## src/rtl/uart_tx_pkg.sv

```systemverilog
package uart_tx_pkg;

    localparam int MODE_W = 3;

    localparam logic [MODE_W-1:0] PM_EVEN  = 3'd0;
    localparam logic [MODE_W-1:0] PM_ODD   = 3'd1;
    localparam logic [MODE_W-1:0] PM_SPACE = 3'd2;
    localparam logic [MODE_W-1:0] PM_MARK  = 3'd3;

    typedef enum logic [2:0] {
        PH_IDLE,
        PH_ARMED,
        PH_START,
        PH_DATA,
        PH_PARITY,
        PH_STOP
    } tx_phase_e;

    typedef struct packed {
        logic en;
        logic val;
    } par_slot_t;

    // Parity slot from the selector and the XOR of all data bits.
    function automatic par_slot_t calc_slot(logic [MODE_W-1:0] mode, logic ones_odd);
        par_slot_t s;
        s.en  = 1'b1;
        s.val = 1'b0;
        case (mode)
            PM_EVEN:  s.val = ones_odd;
            PM_ODD:   s.val = ~ones_odd;
            PM_SPACE: s.val = 1'b0;
            PM_MARK:  s.val = 1'b1;
            default:  s.en  = 1'b0;
        endcase
        return s;
    endfunction

endpackage

```

## src/rtl/uart_tx_latch.sv

```systemverilog
module uart_tx_latch
    import uart_tx_pkg::*;
#(
    parameter int DATA_W = 8
) (
    input  logic              clk,
    input  logic              rst,
    input  logic              take,
    input  logic [DATA_W-1:0] data_in,
    input  logic [MODE_W-1:0] mode_in,
    output logic [DATA_W-1:0] data_q,
    output logic [MODE_W-1:0] mode_q
);
    // Capture data and mode together at acceptance.
    always_ff @(posedge clk) begin
        if (rst) begin
            data_q <= '0;
            mode_q <= '0;
        end else if (take) begin
            data_q <= data_in;
            mode_q <= mode_in;
        end
    end
endmodule

```

## src/rtl/uart_tx_parity.sv

```systemverilog
module uart_tx_parity
    import uart_tx_pkg::*;
#(
    parameter int DATA_W = 8
) (
    input  logic [DATA_W-1:0] data_q,
    input  logic [MODE_W-1:0] mode_q,
    output par_slot_t         slot
);
    logic ones_odd;

    always_comb begin
        ones_odd = ^data_q;
        slot     = calc_slot(mode_q, ones_odd);
    end
endmodule

```

## src/rtl/uart_tx_seq.sv

```systemverilog
module uart_tx_seq
    import uart_tx_pkg::*;
#(
    parameter int DATA_W = 8
) (
    input  logic              clk,
    input  logic              rst,
    input  logic              tick,
    input  logic              take,
    input  logic [DATA_W-1:0] data_q,
    input  par_slot_t         slot,
    output logic              txd,
    output logic              idle
);
    localparam int IDX_W = (DATA_W > 1) ? $clog2(DATA_W) : 1;
    localparam logic [IDX_W-1:0] LAST_IDX = IDX_W'(DATA_W - 1);

    tx_phase_e        phase;
    logic [IDX_W-1:0] idx;
    logic [IDX_W-1:0] idx_nxt;

    assign idx_nxt = idx + 1'b1;
    assign idle    = (phase == PH_IDLE);

    always_ff @(posedge clk) begin
        if (rst) begin
            phase <= PH_IDLE;
            txd   <= 1'b1;
            idx   <= '0;
        end else begin
            case (phase)
                PH_IDLE: begin
                    txd <= 1'b1;
                    if (take) phase <= PH_ARMED;
                end
                PH_ARMED: begin
                    if (tick) begin
                        txd   <= 1'b0;
                        phase <= PH_START;
                    end
                end
                PH_START: begin
                    if (tick) begin
                        txd   <= data_q[0];
                        idx   <= '0;
                        phase <= PH_DATA;
                    end
                end
                PH_DATA: begin
                    if (tick) begin
                        if (idx == LAST_IDX) begin
                            if (slot.en) begin
                                txd   <= slot.val;
                                phase <= PH_PARITY;
                            end else begin
                                txd   <= 1'b1;
                                phase <= PH_STOP;
                            end
                        end else begin
                            idx <= idx_nxt;
                            txd <= data_q[idx_nxt];
                        end
                    end
                end
                PH_PARITY: begin
                    if (tick) begin
                        txd   <= 1'b1;
                        phase <= PH_STOP;
                    end
                end
                PH_STOP: begin
                    if (tick) phase <= PH_IDLE;
                end
                default: begin
                    phase <= PH_IDLE;
                    txd   <= 1'b1;
                end
            endcase
        end
    end
endmodule

```

## src/rtl/uart_par_tx.sv

```systemverilog
module uart_par_tx
    import uart_tx_pkg::*;
#(
    parameter int DATA_W = 8
) (
    input  logic              clk,
    input  logic              rst,
    input  logic              baud_tick,
    input  logic [2:0]        par_mode,
    input  logic [DATA_W-1:0] in_data,
    input  logic              in_valid,
    output logic              in_ready,
    output logic              txd,
    output logic              busy
);
    logic              take;
    logic              idle;
    logic [DATA_W-1:0] data_q;
    logic [MODE_W-1:0] mode_q;
    par_slot_t         slot;

    assign in_ready = idle;
    assign busy     = ~idle;
    assign take     = in_valid & idle;

    uart_tx_latch #(.DATA_W(DATA_W)) u_latch (
        .clk(clk), .rst(rst), .take(take),
        .data_in(in_data), .mode_in(par_mode),
        .data_q(data_q), .mode_q(mode_q)
    );

    uart_tx_parity #(.DATA_W(DATA_W)) u_parity (
        .data_q(data_q), .mode_q(mode_q), .slot(slot)
    );

    uart_tx_seq #(.DATA_W(DATA_W)) u_seq (
        .clk(clk), .rst(rst), .tick(baud_tick), .take(take),
        .data_q(data_q), .slot(slot), .txd(txd), .idle(idle)
    );
endmodule


```

## config.mk

```make
export PLATFORM = sky130hd
export DESIGN_NAME = uart_par_tx
export DESIGN_NICKNAME = d
export VERILOG_FILES = /design/src/rtl/uart_tx_pkg.sv /design/src/rtl/uart_tx_latch.sv /design/src/rtl/uart_tx_parity.sv /design/src/rtl/uart_tx_seq.sv /design/src/rtl/uart_par_tx.sv
export SDC_FILE = /design/constraint.sdc
export NUM_CORES = 1
export LEC_CHECK = 0
export CAP_MARGIN = 20
export CORE_MARGIN = 2
export CORE_UTILIZATION = 45
export DETAILED_ROUTE_END_ITERATION = 12
export GPL_TIMING_DRIVEN = 0
export PLACE_DENSITY = 0.73
export SLEW_MARGIN = 0
export SYNTH_ARGS = -nofsm -noshare
export SYNTH_HDL_FRONTEND = slang
export SYNTH_HIERARCHICAL = 1
export SYNTH_SLANG_ARGS = --single-unit
```

## constraint.sdc

```tcl
create_clock -name clk -period 1.55 [get_ports clk]
set_input_delay 0.31 -clock clk [delete_from_list [all_inputs] [get_ports clk]]
set_output_delay 0.31 -clock clk [all_outputs]
set_load 0.005 [all_outputs]
```

======== Word-level counts from Yosys, hierarchy flattened ========
Cells that the tools add are included.
storage, ports and cells
  input port bits ......................... 15
  register bits ........................... 18
  logic and storage cells ................. 59
  output and inout port bits .............. 3
operators by class
  muxes and demuxes ....................... 23
  equal/unequal tests ..................... 17
  bitwise gates (word level) .............. 4
  $lt $le $gt $ge ......................... 1
  $add $sub $neg .......................... 1
  reduce and logical (&&, ||, !) cells .... 8
operators with widths
  cell                   number
  $mux W3                9
  $pmux W3 S6            1
  $ne A2 B2 Y1 const B   7
  $eq A3 B2 Y1 const B   4
  $eq A3 B3 Y1 const B   3
  $mux W1                9
  $reduce_xor A8 Y1      1
  $reduce_and A7 Y1      1
  $eq A3 B1 Y1 const B   2
  $logic_not A3 Y1       2
  $pmux W3 S2            1
  $pmux W1 S5            1
  $reduce_and A5 Y1      1
  $lt A3 B4 Y1 const B   1
  $reduce_and A4 Y1      1
  $reduce_or A4 Y1       1
  $add A3 B1 Y3 const B  1
  $bmux W1 S3            1
  $not A1 Y1             3
  $pmux W1 S3            1
  $ne A2 B1 Y1 const B   1
  $reduce_bool A2 Y1     1
  $and A1 B1 Y1          1

======== Depth between registers and ports, before layout ========
Gate-level depths: netlist of the first run.
  depth after elaboration ................. 7
  depth in mapped cells ................... 8
  mapped depth without buffers ............ 8

======== Modules after synthesis ========
Netlist of the first run, hierarchy kept.
by module, submodules not included
  module          area each (um^2)  times used  cells an instance  sequential area each (um^2)
  uart_tx_seq     511.7             1           60                 140.1
  uart_tx_latch   386.6             1           35                 220.2
  uart_tx_parity  81.3              1           11                 0.0
  uart_par_tx     10.0              1           2                  0.0

======== Least setup slack after synthesis of the first run ========
Ideal clock, no wire load.
  path kind ............................... register to register
  start point ............................. register u_latch.data_q[0]
  end point ............................... register u_seq.txd
  library setup time ...................... 0.077 ns
  data required time ...................... 1.473 ns
  clock period less this slack ............ 1.702 ns
  path buffers ............................ 0
  stages on the path, launching flop included .. 9
  arrival time ............................ 1.625 ns
  slack ................................... -0.152 ns
  cells stage by stage .................... dfxtp_1 -> xor2_1 -> xnor2_1 -> xnor2_1 -> or3_1 -> a21oi_1 -> nor2_1 -> a211o_1 -> a41oi_2
RTL lines
  item                    line                 text
  from (decl)             uart_tx_latch.sv:11  output logic [DATA_W-1:0] data_q,
  from (signal assigned)  uart_tx_latch.sv:20  data_q <= data_in;
  to (signal assigned)    uart_tx_seq.sv:44    txd <= data_q[0];
  to (signal assigned)    uart_tx_seq.sv:53    txd <= slot.val;
  to (signal assigned)    uart_tx_seq.sv:61    txd <= data_q[idx_nxt];
  to (decl)               uart_tx_seq.sv:12    output logic txd,

==> metrics.cfg, run 1 <==
[critical_path]
cp.required_ns = 1.76
worstSetupStartpointType = flip-flop
crit_path_end = u_seq/txd
r2r_start = u_latch/data_q[6]
worst-setup-path-type = flip-flop to flip-flop
cp.arrival_ns = 2.04
regToRegSetupSlack_ns = -0.28
endpoint_kind = flip-flop
crit_path_start = u_latch/data_q[6]
path_max_fanout = 3
r2r_cells = 8
r2r-end = u_seq/txd

[die]
initial_core_util_pct = 48.95
dieHeight_um = 50.90
die_w_um = 50.90
die_area_um2 = 2590
core-area_um2 = 2022
ios = 18
num_rows = 16

[drt]
top_layer_used = met4
drtPass1Iterations = 4
wl_met1_um = 921
route.met2.wl_um = 937
avgRoutedWirePerCell_um = 12.38
met3_length_um = 60
drc_errors = 0
drtIter0Drc = 11
ant_nets = 0
routed_wl_um = 1932
avgViaCountPerCell = 5.333
vias = 832

[timing]
setup_ws_ns = -0.2796
worst_pin_slew_ns = 0.4544
final_max_slew_viol_count = 0
period_needed_ns = 1.830
fin_hold_ws_ns = 0.4682
finClkSkew_ns = 0.002766
rsz0062_at_grt = true
slew-limit-headroom_pct = 69.71
min_period_over_period_pct = 118.0
setup_viol = 4
hold_violations = 0
fmax_mhz = 546.6
fin_tns_setup_ns = -0.4214

[placed_design]
portBuffers = 17
dpl-instance-area_um2 = 1204
place_inst = 152
dp_hpwl_um = 1470
place.gp.congestion = 0.7900

[status]
outcome = finished, violations left
violations = negative setup slack

[synth]
synth_edf_count = 0
yosys.area.top_type = dfxtp_1
synth_common_cells = dfxtp_1 (18), nor2_1 (16), mux2i_1 (11)
synth_nets = 125
synth_ff_type = dfxtp_1
ys_async_sr_fraction_pct = 0
seq_area_frac_synth_pct = 36.41
synth_cell_type_count = 36
netlist_instances = 108
synth_area_per_cell_um2 = 9.164
yosys_warnings = 6
synth_top_area_share_pct = 36.41
yosysMostFrequentCell = dfxtp_1
syn_area_um2 = 989.7
ys_top_cells_by_area = dfxtp_1 (36%), mux2i_1 (11%), nor2_1 (6.1%), xnor2_1 (4.4%), nand2_1 (3.8%)
ys_ff_latch = 18

[clock_tree]
cts-htree-levels = 1
cts_buffers = 3
numClockSinks = 18
cts_tree = done
clockRootBuffer = clkbuf_4
clk_path_buf_depth = 2
cts.clk_slew.worst_paths_ns = 0.10
ctsHoldBuffers = 0
clk_latency_ns = 0.28

[finish]
antenna_cells = 0
layout-drive-gt1-share_pct = 19.38
fin_area_um2 = 1260
syn_to_final_growth_pct = 27.31
layoutNonFillerInstCount = 156
fill_cells = 186
post-route-util_pct = 62.31
nets = 148

[pwr]
powerDensity_nw_per_um2 = 1192
intPower_w = 0.001005
vdd.ir_drop.worst_mv = 0.7554
clkPwrFrac_pct = 14.9
swShare_pct = 33.06
combPwrFrac_pct = 45.0
p_leak_nw = 0.4834
sequentialPowerShare_pct = 40.1
switching_power_w = 0.0004966

[hold_path]
hp-class = flip-flop to flip-flop
hold_path_depth = 2

[global_route]
overflow = 0
antenna_found_initial = 0
grt_pass1_wl_um = 3229
grt_pass1_vias = 763
grt.total_usage_pct = 16.61
grt_max_degree = 11

[run]
cap_violations = 0

==> registers in the layout (all words and copies together), names as in the netlist <==
signal and cells:
u_latch/data_q 8, u_latch/mode_q 3, u_seq/idx 3, u_seq/phase 3, u_seq/txd 1
==> final cells by class <==
type | instances | area (um2) | area share [%]
Clock buffer | 3 | 22.52 | 1.787
Inverter | 3 | 11.26 | 0.8937
Multi-Input combinational cell | 83 | 610.6 | 48.46
Timing Repair Buffer | 19 | 182.7 | 14.50
Tap cell | 27 | 33.78 | 2.681
Sequential cell | 18 | 372.9 | 29.59
Buffer | 3 | 26.28 | 2.085
==> critical path: stages (launching register included) <==
cell and delay (ns):
dfxtp_2 0.34, xor2_1 0.16, xnor2_1 0.20, xnor2_1 0.14, or3_1 0.33, a21oi_2 0.12, nor2_1 0.06, a211o_1 0.27
a41oi_2 0.13
==> routing by layer <==
metal | track usage, % | vias to the layer above
met4 | 5.405 | 0
met2 | 28.29 | 16
met3 | 3.509 | 2
met5 | 0 | -
li1 | - | 425
met1 | 20.96 | 389
==> how the worst min path moves through the flow <==
stage                      start            to  slack, ns
global route        u_seq/idx[2]  u_seq/idx[2]       0.50
global placement    u_seq/idx[2]  u_seq/idx[2]       0.45
CTS                 u_seq/idx[2]  u_seq/idx[2]       0.47
detailed placement  u_seq/idx[2]  u_seq/idx[2]       0.46
finish              u_seq/idx[2]  u_seq/idx[2]       0.47
floorplan                    rst  u_seq/idx[0]       0.38
==> timing repair <==
| item | CTS | global route |
|---|---|---|
| resized for setup | 10 | 5 |
| buffers inserted | 2 | 0 |
| pin swaps | 2 | 3 |
| endpoints found under the setup margin | 6 | 8 |
==> cell usage in the layout, fill, tap and decap left out, types with 2 or more instances in the layout <==
cell type | synthesis | routed
a21oi_1 | 6 | 5
buf_4 | 1 | 2
buf_6 | 2 | 2
clkbuf_4 | 0 | 3
clkdlybuf4s50_1 | 0 | 15
dfxtp_1 | 18 | 10
dfxtp_2 | 0 | 7
dlygate4sd2_1 | 0 | 2
inv_1 | 3 | 3
mux2_2 | 2 | 2
mux2i_1 | 11 | 11
nand2_1 | 10 | 10
nand3_1 | 3 | 3
nand4_1 | 2 | 2
nor2_1 | 16 | 16
o21ai_0 | 2 | 2
or3_1 | 3 | 3
xnor2_1 | 5 | 4
xor2_1 | 2 | 2
==> stage by stage <==
stage	setup WS (ns)	total power, W
after CTS	-0.2624	0.001489
after global routing	-0.3423	0.001608
after detailed placement	-0.2861	0.001248
after floorplan	-0.09604	0.001059
final	-0.2796	0.001502
after global placement	-0.2735	0.001227
==> cells by family after synthesis <==
group | count (synthesis) | share of synthesized area (%)
AOI/OAI and AO/OA | 17 | 12.39
xor gates and xnor gates | 7 | 6.195
adders and majority gates | 2 | 2.528
buffers and inverters | 7 | 4.551
DFF | 18 | 36.41
muxes | 14 | 16.06
and+or+nand+nor | 43 | 21.87
==> power by group through the flow <==
stage | Combinational (W) | Sequential [W] | Clock [W]
2_1_floorplan | 0.000470 | 0.000590 | 0
4_1_cts | 0.000657 | 0.000598 | 0.000234
5_1_grt | 0.000735 | 0.000612 | 0.000261
6_report | 0.000676 | 0.000602 | 0.000224
3_5_place_dp | 0.000643 | 0.000605 | 0
3_3_place_gp | 0.000624 | 0.000603 | 0
Note: power is estimated with default switching activity, not from simulation.
==> run 2: changes to the inputs <==
--- a/config.mk
+++ b/config.mk
@@ -11,7 +11,7 @@
 export DETAILED_ROUTE_END_ITERATION = 12
 export GPL_TIMING_DRIVEN = 0
 export PLACE_DENSITY = 0.73
-export SLEW_MARGIN = 0
+export SLEW_MARGIN = 15
 export SYNTH_ARGS = -nofsm -noshare
 export SYNTH_HDL_FRONTEND = slang
 export SYNTH_HIERARCHICAL = 1
==> results of run 2 <==
Final layout, timing and power as in run 1 (identical DEF).
